<file path="src/rtl/tag_alloc_pkg.sv">
package tag_alloc_pkg;
  localparam int CLS_W = 2;

  typedef enum logic [CLS_W-1:0] {
    CLS_ALU_LO = 2'b00,
    CLS_MUL    = 2'b01,
    CLS_MEM    = 2'b10,
    CLS_ALU_HI = 2'b11
  } tag_cls_e;
endpackage

</file>
<file path="src/rtl/tag_pool.sv">
module tag_pool #(
  parameter int N = 16
) (
  input  logic                       clk,
  input  logic                       rst_n,
  input  logic                       take,
  input  logic [N-1:0]               rel_vec,
  output logic                       avail,
  output logic [$clog2(N)-1:0]       pick,
  output logic [$clog2(N+1)-1:0]     free_cnt
);
  localparam int IDX_W = $clog2(N);
  localparam int CNT_W = $clog2(N+1);

  logic [N-1:0] free_q;
  logic [N-1:0] free_d;
  logic [N-1:0] take_vec;
  logic         upd_en;

  // lowest free index wins
  always_comb begin
    pick  = '0;
    avail = |free_q;
    for (int i = N-1; i >= 0; i--) begin
      if (free_q[i]) pick = IDX_W'(i);
    end
  end

  always_comb begin
    for (int i = 0; i < N; i++) begin
      take_vec[i] = take && (pick == IDX_W'(i));
    end
    free_d = (free_q | rel_vec) & ~take_vec;
    upd_en = take | (|rel_vec);
  end

  always_ff @(posedge clk or negedge rst_n) begin
    if (!rst_n) begin
      free_q <= '1;
    end else if (upd_en) begin
      free_q <= free_d;
    end
  end

  always_comb begin
    free_cnt = '0;
    for (int i = 0; i < N; i++) begin
      free_cnt = free_cnt + CNT_W'(free_q[i]);
    end
  end


  take_avail_chk: assert property (@(posedge clk) disable iff (!rst_n)
    take |-> avail);


  alloc_clears_chk: assert property (@(posedge clk) disable iff (!rst_n)
    take |=> !free_q[$past(pick)]);
endmodule

</file>
<file path="src/rtl/tag_release_decode.sv">
module tag_release_decode #(
  parameter int ID_W    = 4,
  parameter int NUM_BUS = 3
) (
  input  logic [NUM_BUS-1:0]           cmp_valid,
  input  logic [NUM_BUS*(ID_W+2)-1:0]  cmp_tag,
  output logic [2*(1<<ID_W)-1:0]       rel_alu,
  output logic [(1<<ID_W)-1:0]         rel_mul,
  output logic [(1<<ID_W)-1:0]         rel_mem
);
  import tag_alloc_pkg::*;
  localparam int TAG_W = ID_W + 2;
  localparam int POOL  = 1 << ID_W;

  logic [TAG_W-1:0] t;
  logic [ID_W-1:0]  id;

  always_comb begin
    rel_alu = '0;
    rel_mul = '0;
    rel_mem = '0;
    t  = '0;
    id = '0;
    for (int b = 0; b < NUM_BUS; b++) begin
      t  = cmp_tag[b*TAG_W +: TAG_W];
      id = t[ID_W-1:0];
      if (cmp_valid[b]) begin
        case (tag_cls_e'(t[TAG_W-1 -: CLS_W]))
          CLS_ALU_LO: rel_alu[id]                   = 1'b1;
          CLS_ALU_HI: rel_alu[POOL + int'(id)]      = 1'b1;
          CLS_MUL:    rel_mul[id]                   = 1'b1;
          default:    rel_mem[id]                   = 1'b1;
        endcase
      end
    end
  end
endmodule

</file>
<file path="src/rtl/tag_alloc.sv">
module tag_alloc #(
  parameter int ID_W    = 4,
  parameter int NUM_BUS = 3
) (
  input  logic                                  clk,
  input  logic                                  rst_n,
  input  logic                                  need_alu,
  input  logic                                  need_mul,
  input  logic                                  need_mem,
  input  logic [NUM_BUS-1:0]                    cmp_valid,
  input  logic [NUM_BUS*(ID_W+2)-1:0]           cmp_tag,
  output logic                                  grant,
  output logic                                  stall,
  output logic [ID_W+1:0]                       alu_tag,
  output logic [ID_W+1:0]                       mul_tag,
  output logic [ID_W+1:0]                       mem_tag,
  output logic [$clog2(2*(1<<ID_W)+1)-1:0]      free_alu,
  output logic [$clog2((1<<ID_W)+1)-1:0]        free_mul,
  output logic [$clog2((1<<ID_W)+1)-1:0]        free_mem
);
  import tag_alloc_pkg::*;
  localparam int POOL     = 1 << ID_W;
  localparam int ALU_POOL = 2 * POOL;

  logic [ALU_POOL-1:0] rel_alu;
  logic [POOL-1:0]     rel_mul;
  logic [POOL-1:0]     rel_mem;

  logic alu_avail, mul_avail, mem_avail;
  logic [ID_W:0]   alu_pick;
  logic [ID_W-1:0] mul_pick, mem_pick;
  logic any_need, fits;

  tag_release_decode #(.ID_W(ID_W), .NUM_BUS(NUM_BUS)) u_rel (
    .cmp_valid (cmp_valid),
    .cmp_tag   (cmp_tag),
    .rel_alu   (rel_alu),
    .rel_mul   (rel_mul),
    .rel_mem   (rel_mem)
  );

  always_comb begin
    any_need = need_alu | need_mul | need_mem;
    fits     = (alu_avail | ~need_alu) & (mul_avail | ~need_mul) &
               (mem_avail | ~need_mem);
    grant    = any_need & fits;
    stall    = any_need & ~fits;
  end

  tag_pool #(.N(ALU_POOL)) u_alu (
    .clk (clk), .rst_n (rst_n), .take (grant & need_alu), .rel_vec (rel_alu),
    .avail (alu_avail), .pick (alu_pick), .free_cnt (free_alu)
  );
  tag_pool #(.N(POOL)) u_mul (
    .clk (clk), .rst_n (rst_n), .take (grant & need_mul), .rel_vec (rel_mul),
    .avail (mul_avail), .pick (mul_pick), .free_cnt (free_mul)
  );
  tag_pool #(.N(POOL)) u_mem (
    .clk (clk), .rst_n (rst_n), .take (grant & need_mem), .rel_vec (rel_mem),
    .avail (mem_avail), .pick (mem_pick), .free_cnt (free_mem)
  );

  always_comb begin
    alu_tag = {(alu_pick[ID_W] ? CLS_ALU_HI : CLS_ALU_LO), alu_pick[ID_W-1:0]};
    mul_tag = {CLS_MUL, mul_pick};
    mem_tag = {CLS_MEM, mem_pick};
  end


  stall_excl_chk: assert property (@(posedge clk) disable iff (!rst_n)
    !(grant && stall));


  stall_hold_chk: assert property (@(posedge clk) disable iff (!rst_n)
    (stall && cmp_valid == '0) |=>
      ($stable(free_alu) && $stable(free_mul) && $stable(free_mem)));


  mul_drop_chk: assert property (@(posedge clk) disable iff (!rst_n)
    (grant && need_mul && cmp_valid == '0) |=> (free_mul == $past(free_mul) - 1'b1));


  idle_hold_chk: assert property (@(posedge clk) disable iff (!rst_n)
    (!need_alu && !need_mul && !need_mem && cmp_valid == '0) |=> $stable(free_alu));
endmodule

</file>
<file path="config.mk">
export PLATFORM = sky130hd
export DESIGN_NAME = tag_alloc
export DESIGN_NICKNAME = d
export VERILOG_FILES = /design/src/rtl/tag_alloc_pkg.sv /design/src/rtl/tag_pool.sv /design/src/rtl/tag_release_decode.sv /design/src/rtl/tag_alloc.sv
export SDC_FILE = /design/constraint.sdc
export NUM_CORES = 1
export LEC_CHECK = 0
export ABC_AREA = 1
export BUFFER_PORTS_ARGS = -buffer_cell sky130_fd_sc_hd__buf_2
export CAP_MARGIN = 10
export CELL_PAD_IN_SITES_DETAIL_PLACEMENT = 0
export CELL_PAD_IN_SITES_GLOBAL_PLACEMENT = 1
export CORE_AREA = 3 3 146 148
export DETAILED_ROUTE_END_ITERATION = 10
export DIE_AREA = 0 0 149 151
export PLACE_DENSITY_LB_ADDON = 0.1
export SLEW_MARGIN = 20
export SYNTH_ARGS = -nofsm -noshare
export SYNTH_HDL_FRONTEND = slang
export SYNTH_HIERARCHICAL = 1
export SYNTH_SLANG_ARGS = --single-unit
</file>
<file path="constraint.sdc">
create_clock -name clk -period 5.5 [get_ports clk]
set_input_delay 0.55 -clock clk [delete_from_list [all_inputs] [get_ports clk]]
set_output_delay 0.55 -clock clk [all_outputs]
set_load 0.1 [all_outputs]
</file>
==> results.sh, run 1 <==
export IMPL_cap_violations=0
export IMPL_wl_per_cell_um=16.2
export IMPL_cts_sinks=64
export IMPL_synth_seq_cells=64
export IMPL_seq_area_um2=1680
export IMPL_dieArea_um2=22500
export IMPL_cts_path_max_buffers=2
export IMPL_ctsHtreeMaxLevel=3
export IMPL_hold_worst_slack_ps=530
export IMPL_core_um2=20200
export IMPL_grt_pass1_vias=6852
export IMPL_path_max_fanout=2
export IMPL_end_kind="output pin"
export IMPL_cts_made_buffers=9
export IMPL_antenna_cells=0
export IMPL_critPathLaunchType="flop"
export IMPL_die_w_um=149
export IMPL_drt_iter0_drc=423
export IMPL_setup_tns_ps=-162
export IMPL_grt_first_pass_wirelength_um=37800
export IMPL_synth_async_sr_flop_share=1.00
export IMPL_die_y_um=151
export IMPL_status="finished, violations left"
export IMPL_crit_arrival_ps=5040
export IMPL_totalWireLength_um=23600
export IMPL_crit_top_cell="fa_1"
export IMPL_max_stage_delay_ps=540
export IMPL_finish_utilization=0.425
export IMPL_ys_types=44
export IMPL_n_fill_cell=2198
export IMPL_fmax_mhz=179
export IMPL_multi_input_area_um2=4900
export IMPL_required_ps=4950
export IMPL_rsz0062_at_grt="yes"
export IMPL_io_pins=62
export IMPL_cts_tree="yes"
export IMPL_seq_area_frac_synth=0.222
export IMPL_postCtsHoldBufs=0
export IMPL_grt_max_degree=65
export IMPL_drive_above_1_share=0.219
export IMPL_hold_viol=0
export IMPL_first_pass_iters=4
export IMPL_via_per_inst=4.81
export IMPL_drc=0
export IMPL_crit_family="adder cells"
export IMPL_skew_ps=7.89
export IMPL_cts_root_buf="clkbuf_16"
export IMPL_synthCells=1127
export IMPL_synth_area_um2=7560
export IMPL_yosysWarnings=6
export IMPL_synth_edf_count=0
export IMPL_area_growth_pct=13.5
export IMPL_setup_violations=2
export IMPL_synth_ff_type="dfstp_2"
export IMPL_hold_class="flop to flop"
export IMPL_crit_buf_inv=4
export IMPL_timing_worst_setup_path_type="flop to output pin"
export IMPL_clk_pin_slew_ps=60
export IMPL_cp_cell_sequence="fa_1, fa_1, inv_1, fa_1, inv_1, fa_1, fa_1, fa_1, ha_1, nand2_1, nor2_2, a211oi_2, buf_4, xor2_4, buf_12"
export IMPL_rows=52
export IMPL_fin_crit_ps=5590
export IMPL_antenna_found_initial=0
export IMPL_ant_nets=0
export IMPL_setup_ws_ps=-92.1
export IMPL_routabilityCongestion=0.888
export IMPL_drv_slew=0
export IMPL_nets=1291
export IMPL_start_util=0.375
export IMPL_track_usage=0.218
export IMPL_clock_latency_ps=350
export IMPL_grt_ovfl_total=0
export IMPL_worst_slew_pin_slew_ps=1120
export IMPL_critPathSlowestCell="dfstp_2"
export IMPL_avgSynthCellArea_um2=6.71
export IMPL_slew_headroom=0.251
export IMPL_io_buffers=57
export IMPL_post_route_period_util=1.02
export IMPL_place_hpwl_um=19500
export IMPL_route_vias_total=7037
export IMPL_violations="negative setup slack"
[routing by layer]
metal / GRT usage / share of wire / wire, um / up-vias
met4: 0.0398 / 0.010 / 238 / 0
met5: 0 / 0 / 0 / -
met1: 0.332 / 0.51 / 12000 / 3277
met3: 0.0290 / 0.044 / 1030 / 15
met2: 0.334 / 0.44 / 10400 / 149
li1: - / - / - / 3596
[worst register-to-register path: cells and delay by family, from the launching register on]
family,cells,cell delay [ps]
AO/OA/AOI/OAI,2,360
buffers and inverters,2,380
flip-flops,1,620
AND/OR/NAND/NOR,15,1640
[what timing repair did]
item,4_1_cts,5_1_grt
endpoints found under the setup margin,5,5
pin swaps,6,3
gates cloned,0,0
buffers inserted,2,1
gates resized for setup,15,0
[path summary, 6_finish.rpt]
check | start | endpoint | slack (ps) | depth (start not counted)
setup / recovery | u_alu/free_q[19] | free_alu[3] | -90 | 15
hold / removal | u_mem/free_q[7] | u_mem/free_q[7] | 530 | 2
setup reg to reg | u_alu/free_q[30] | u_alu/free_q[23] | 2430 | 19
hold reg to reg | u_mem/free_q[7] | u_mem/free_q[7] | 530 | 2
max in group asynchronous | rst_n | u_mem/free_q[6] | 4620 | 2
min in group asynchronous | rst_n | u_alu/free_q[1] | 820 | 2
[layout make-up]
| cell class | count | share of cell area |
|---|---|---|
| Inverter | 219 | 0.108 |
| Tap cell | 270 | 0.0394 |
| Timing Repair Buffer | 69 | 0.0519 |
| Clock inverter | 6 | 0.00510 |
| Sequential cell | 64 | 0.196 |
| Clock buffer | 10 | 0.0279 |
| Multi-Input combinational cell | 824 | 0.572 |
[state kept, by name, indices dropped and copies added, names as in the netlist]
| name | cells |
|---|---|
| u_mul/free_q | 16 |
| u_alu/free_q | 32 |
| u_mem/free_q | 16 |
[cells in the mapped netlist, types with 3 or more instances]
cell | instances | area (um2)
nand2_1 | 359 | 1350
inv_1 | 177 | 664
nor2_1 | 124 | 465
dfstp_2 | 64 | 1680
fa_1 | 44 | 881
nand3_1 | 44 | 220
nand4_1 | 40 | 250
ha_1 | 34 | 425
inv_2 | 30 | 113
o211ai_1 | 26 | 195
o21ai_0 | 26 | 130
o21ai_1 | 26 | 130
or2_2 | 24 | 150
nor3_1 | 12 | 60.1
a21oi_1 | 9 | 45.0
buf_2 | 7 | 35.0
bufinv_8 | 7 | 123
nand2_4 | 7 | 78.8
buf_4 | 6 | 45.0
clkbuf_1 | 6 | 22.5
nand2_2 | 6 | 37.5
nor4_1 | 5 | 31.3
xor2_1 | 4 | 35.0
nand2_8 | 3 | 60.1
nand3_2 | 3 | 30.0
nor2_2 | 3 | 18.8
nor2_4 | 3 | 33.8
nor3_2 | 3 | 30.0
xnor2_1 | 3 | 26.3
[layout by cell type, fill, tap and decap left out, types with 26 or more instances in the layout]
cell,instances
nand2_1,359
inv_1,174
nor2_1,123
dfstp_2,64
buf_2,52
nand3_1,44
fa_1,42
nand4_1,40
ha_1,33
inv_2,32
o21ai_1,28
o211ai_1,26
[per-stage QoR]
| stage | std cells | area [um2] | setup WS [ps] |
|---|---|---|---|
| finish | 1462 | 8580 | -92.1 |
| global route | 1462 | 8580 | -278 |
| floorplan | 1129 | 7610 | -405 |
| detailed placement | 1443 | 8230 | 49.1 |
| global placement | 1443 | 8230 | 80.9 |
| CTS | 1461 | 8570 | -117 |
[cell families (layout without fill, tap and decap cells)]
logic type | Yosys count | in the layout | synth area share
DFF | 64 | 64 | 0.222
AOI/OAI and AO/OA | 92 | 92 | 0.0713
xor gates and xnor gates | 7 | 7 | 0.00811
adders and majority gates | 78 | 78 | 0.173
buffers and inverters | 241 | 304 | 0.140
and+or+nand+nor | 643 | 643 | 0.385
other | 2 | 4 | 0.000994
Power of run 1 is left out: the tool's default activity adds up to more than one toggle a clock period on the data nets, which glitch-free logic cannot reach.
==> run 2, diff against run 1 <==
--- a/config.mk
+++ b/config.mk
@@ -10,12 +10,11 @@
 export CAP_MARGIN = 10
 export CELL_PAD_IN_SITES_DETAIL_PLACEMENT = 0
 export CELL_PAD_IN_SITES_GLOBAL_PLACEMENT = 1
-export CORE_AREA = 3 3 146 148
+export CORE_AREA = 3 3 140 142
 export DETAILED_ROUTE_END_ITERATION = 10
-export DIE_AREA = 0 0 149 151
+export DIE_AREA = 0 0 143 145
 export PLACE_DENSITY_LB_ADDON = 0.1
 export SLEW_MARGIN = 20
 export SYNTH_ARGS = -nofsm -noshare
 export SYNTH_HDL_FRONTEND = slang
-export SYNTH_HIERARCHICAL = 1
 export SYNTH_SLANG_ARGS = --single-unit
==> results.sh, run 2 <==
export IMPL_status="finished, violations left"
export IMPL_violations="negative setup slack"
export IMPL_ant_nets=0
export IMPL_drive_above_1_share=0.185
export IMPL_avgSynthCellArea_um2=6.92
export IMPL_fmax_mhz=161
export IMPL_final_cell_mix="inv_1, nand2_1, nor2_1"
export IMPL_synthCells=1004
export IMPL_drt_met1_wl_um=10300
export IMPL_largest_register_ffs=32
export IMPL_core_um2=18600
export IMPL_hold_viol=0
export IMPL_cts_tree="yes"
export IMPL_post_route_period_util=1.13
export IMPL_synth_area_um2=6950
export IMPL_antenna_found_initial=0
export IMPL_cap_violations=0
export IMPL_route_vias_total=6774
export IMPL_yosysMostFrequentCell="inv_1"
export IMPL_synth_xor_area_frac=0.00882
export IMPL_rows=50
export IMPL_seq_area_frac_synth=0.242
export IMPL_hold_class="flop to flop"
export IMPL_skew_ps=7.97
export IMPL_cts_sinks=64
export IMPL_grt_max_degree=65
export IMPL_timing_worst_setup_path_type="flop to output pin"
export IMPL_muxShareOfSynthArea=0
export IMPL_crit_start="u_alu.free_q[0]"
export IMPL_routabilityCongestion=0.963
export IMPL_cts_path_max_buffers=2
export IMPL_layout_commonest_cell="inv_1"
export IMPL_cts_root_buf="clkbuf_16"
export IMPL_yosys_area_share_simple=0.243
export IMPL_pre_cts_ws_ps=-382
export IMPL_grt_first_pass_wirelength_um=37900
export IMPL_cts_made_buffers=9
export IMPL_fin_crit_ps=6200
export IMPL_start_util=0.374
export IMPL_setup_ws_ps=-701
export IMPL_ys_types=39
export IMPL_via_per_inst=5.14
export IMPL_ctsHtreeMaxLevel=3
export IMPL_nets=1183
export IMPL_drc=0
export IMPL_first_pass_iters=5
export IMPL_r2r_setup_slack_ps=2570
export IMPL_required_ps=4950
export IMPL_synth_seq_cells=64
export IMPL_yosysTopAreaCellShare=0.242
export IMPL_slew_headroom=0.414
export IMPL_synth_compound_area_frac=0.170
export IMPL_io_pins=62
export IMPL_synth_top_area_cell="dfstp_2"
export IMPL_r2r_start="u_alu.free_q[31]"
export IMPL_seq_area_um2=1680
export IMPL_multi_input_area_um2=4400
export IMPL_die_y_um=145
export IMPL_totalWireLength_um=24000
export IMPL_synthAdderAreaFrac=0.190
export IMPL_place_hpwl_um=19900
export IMPL_worstHoldStart="u_alu.free_q[23]"
export IMPL_dieArea_um2=20700
export IMPL_area_growth_pct=17.7
export IMPL_path_max_fanout=2
export IMPL_synth_ff_type="dfstp_2"
export IMPL_die_w_um=143
export IMPL_synthTopCellsByCount="inv_1, nand2_1, nor2_1"
export IMPL_n_fill_cell=2031
export IMPL_clock_latency_ps=350
export IMPL_drt_iter0_drc=409
export IMPL_highest_layer="met4"
export IMPL_yosys_top_cells_area="dfstp_2, fa_1, inv_1"
export IMPL_top_register="u_alu.free_q"
export IMPL_grt_pass1_vias=6899
export IMPL_drv_slew=0
export IMPL_wl_met2_um=11800
export IMPL_synth_top_family_by_area="simple AND/OR/NAND/NOR gates"
export IMPL_yosysWarnings=0
export IMPL_setup_violations=6
export IMPL_synth_async_sr_flop_share=1.00
export IMPL_worst_slew_pin_slew_ps=879
export IMPL_critPathLaunchType="flop"
export IMPL_rsz0062_at_grt="yes"
export IMPL_synth_edf_count=0
export IMPL_track_usage=0.237
export IMPL_io_buffers=57
export IMPL_wl_per_cell_um=18.2
export IMPL_clk_pin_slew_ps=50
export IMPL_wl_met3_um=1220
export IMPL_postCtsHoldBufs=0
export IMPL_antenna_cells=0
export IMPL_crit_arrival_ps=5650
export IMPL_top_regs="u_alu.free_q x32, u_mem.free_q x16, u_mul.free_q x16"
export IMPL_grt_ovfl_total=0
export IMPL_end_kind="output pin"
-- run 2: cell count changes after synthesis, sizes merged, moves of 13 or more --
cell	change
o211ai	-25
o32ai	+26
nand4	-13
nand2	-185
inv	+20
or2	-21
nand3	-16
o22ai	+52
a21oi	+20
clkbuf	+16
-- run 2: critical path: stages (launching register included) --
cell and delay, ps:
dfstp_2 550, clkinv_4 60, ha_4 250, inv_2 30
fa_1 500, fa_2 550, fa_1 430, fa_2 540
fa_1 420, fa_1 500, inv_2 40, fa_2 360
fa_2 360, a21oi_2 120, nor2_1 50, nor2_2 190
xnor2_4 150, buf_12 190
-- run 2: cells by family after synthesis --
| family | Yosys count |
|---|---|
| AOI/OAI and AO/OA | 190 |
| xor gates and xnor gates | 7 |
| adders and majority gates | 79 |
| buffers and inverters | 259 |
| DFF | 64 |
| other | 2 |
| and+or+nand+nor | 403 |
-- run 2: cell type report --
cell class / count / area share
multi-input combinational: 683 / 0.538
sequential: 64 / 0.206
inverter: 231 / 0.108
timing repair buffer: 89 / 0.0757
tap: 234 / 0.0358
clock buffer: 13 / 0.0318
clock inverter: 3 / 0.00490
-- run 2: through the flow --
stage	utilization	area, um2	setup TNS [ps]	std cells	hold slack, ps
2_1_floorplan	-	7090	-819	1006	402
3_3_place_gp	0.422	7840	-698	1298	531
3_5_place_dp	0.422	7840	-723	1298	533
4_1_cts	0.440	8170	-2840	1316	540
5_1_grt	0.440	8180	-3860	1317	581
6_report	0.440	8180	-3080	1317	532
-- run 2: final timing paths --
| kind | to | depth (start not counted) |
|---|---|---|
| min in group asynchronous | u_mul.free_q[0] | 2 |
| hold reg to reg | u_alu.free_q[23] | 2 |
| max in group asynchronous | u_alu.free_q[10] | 2 |
| setup / recovery | free_alu[4] | 17 |
| hold / removal | u_alu.free_q[23] | 2 |
| setup reg to reg | u_alu.free_q[14] | 14 |
-- run 2: what timing repair did --
action / CTS / global route
endpoints found under the setup margin: 6 / 6
pin swaps: 5 / 4
hold endpoints to repair: 0 / 0
buffers inserted: 3 / 2
resized for setup: 4 / 3
-- run 2: routing by layer --
| metal | global-route usage | vias to the layer above |
|---|---|---|
| li1 | - | 3373 |
| met4 | 0.0737 | 0 |
| met1 | 0.304 | 3194 |
| met5 | 0 | - |
| met3 | 0.0475 | 38 |
| met2 | 0.398 | 169 |
Power of run 2 is left out for the same reason.
==> run 3, diff against run 2 <==
--- a/config.mk
+++ b/config.mk
@@ -14,6 +14,7 @@
 export DETAILED_ROUTE_END_ITERATION = 10
 export DIE_AREA = 0 0 143 145
 export PLACE_DENSITY_LB_ADDON = 0.1
+export REMOVE_ABC_BUFFERS = 1
 export SLEW_MARGIN = 20
 export SYNTH_ARGS = -nofsm -noshare
 export SYNTH_HDL_FRONTEND = slang
==> results.sh, run 3 (synthesis results as in run 2) <==
export IMPL_r2r_setup_slack_ps=2630
export IMPL_drv_slew=0
export IMPL_routabilityCongestion=0.944
export IMPL_track_usage=0.236
export IMPL_critPathLaunchType="flop"
export IMPL_ant_nets=0
export IMPL_antenna_found_initial=0
export IMPL_nets=1182
export IMPL_path_max_fanout=2
export IMPL_dieArea_um2=20700
export IMPL_status="finished, violations left"
export IMPL_io_pins=62
export IMPL_cts_root_buf="clkbuf_16"
export IMPL_timing_worst_setup_path_type="flop to output pin"
export IMPL_place_hpwl_um=19900
export IMPL_grt_ovfl_total=0
export IMPL_top_register="u_alu.free_q"
export IMPL_top_regs="u_alu.free_q x32, u_mem.free_q x16, u_mul.free_q x16"
export IMPL_drive_above_1_share=0.175
export IMPL_fin_crit_ps=6140
export IMPL_dp_cells=1297
export IMPL_cts_made_buffers=9
export IMPL_fmax_mhz=163
export IMPL_post_route_period_util=1.12
export IMPL_first_pass_iters=5
export IMPL_route_vias_total=6688
export IMPL_r2r_start="u_alu.free_q[31]"
export IMPL_area_growth_pct=16.7
export IMPL_grt_pass1_vias=6799
export IMPL_ctsHtreeMaxLevel=3
export IMPL_via_per_inst=5.08
export IMPL_clk_pin_slew_ps=50
export IMPL_slew_headroom=0.430
export IMPL_drc=0
export IMPL_instances_no_fill=1316
export IMPL_worst_slew_pin_slew_ps=855
export IMPL_die_w_um=143
export IMPL_grt_max_degree=65
export IMPL_violations="negative setup slack"
export IMPL_finish_utilization=0.436
export IMPL_drt_iter0_drc=415
export IMPL_worstHoldStart="u_alu.free_q[13]"
export IMPL_hold_class="flop to flop"
export IMPL_end_kind="output pin"
export IMPL_rows=50
export IMPL_totalWireLength_um=24000
export IMPL_setup_ws_ps=-636
export IMPL_clock_latency_ps=350
export IMPL_rsz0062_at_grt="yes"
export IMPL_setup_violations=5
export IMPL_die_y_um=145
export IMPL_skew_ps=8.07
export IMPL_cts_tree="yes"
export IMPL_start_util=0.374
export IMPL_n_fill_cell=1989
export IMPL_cts_sinks=64
export IMPL_layout_commonest_cell="inv_1"
export IMPL_core_um2=18600
export IMPL_hold_viol=0
export IMPL_final_cell_mix="inv_1, nand2_1, nor2_1"
export IMPL_cts_path_max_buffers=2
export IMPL_wl_per_cell_um=18.2
export IMPL_antenna_cells=0
export IMPL_cap_violations=0
export IMPL_io_buffers=57
export IMPL_largest_register_ffs=32
export IMPL_required_ps=4950
export IMPL_grt_first_pass_wirelength_um=37600
export IMPL_pre_cts_ws_ps=-525
export IMPL_crit_arrival_ps=5590
export IMPL_crit_start="u_alu.free_q[0]"
-- run 3: what timing repair did --
| action | CTS | global route |
|---|---|---|
| gates resized for setup | 15 | 3 |
| endpoints found under the setup margin | 6 | 6 |
| hold buffers | 0 | 0 |
| setup buffers | 2 | 1 |
| pin swaps | 9 | 0 |
-- run 3: worst paths after layout --
| path | endpoint | depth (start not counted) |
|---|---|---|
| worst max-delay path | free_alu[4] | 17 |
| worst min-delay path | u_alu.free_q[13] | 2 |
| worst max register to register | u_alu.free_q[10] | 14 |
| worst min register to register | u_alu.free_q[13] | 2 |
| max in group asynchronous | u_alu.free_q[20] | 2 |
| min in group asynchronous | u_mul.free_q[0] | 2 |
-- run 3: layout make-up --
class                      count  area, um2  share of cell area
clock inverter                 3       40.0             0.00494
inverter                     231        883               0.109
clock buffer                  13        260              0.0321
timing repair buffer          88        624              0.0770
multi-input combinational    683       4330               0.533
tap                          234        293              0.0361
sequential                    64       1680               0.207
-- run 3: worst max-delay path: stages, from the launching register on --
cell	delay [ps]
dfstp_2	550
inv_4	40
ha_4	250
inv_2	30
fa_1	540
fa_1	440
fa_1	460
fa_1	520
fa_1	430
fa_1	490
inv_1	50
fa_2	340
fa_2	360
a21oi_2	120
nor2_1	50
nor2_1	110
xnor2_1	130
bufbuf_16	330
-- run 3: stage by stage --
stage                     instance area [um2]  TNS [ps]  hold slack (ps)
final                                    8110     -2260              548
after global routing                     8110     -3100              560
after CTS                                8100     -2480              550
after detailed placement                 7700     -1550              542
after global placement                   7700     -1370              522
after floorplan                          6830     -9200              402
-- run 3: routing by layer --
metal	vias up	GRT usage	wire, um
met2	167	0.393	11600
met4	0	0.0946	780
met3	34	0.0237	1010
met1	3112	0.312	10500
met5	-	0	0
li1	3375	-	-
Power of run 3 is left out for the same reason.
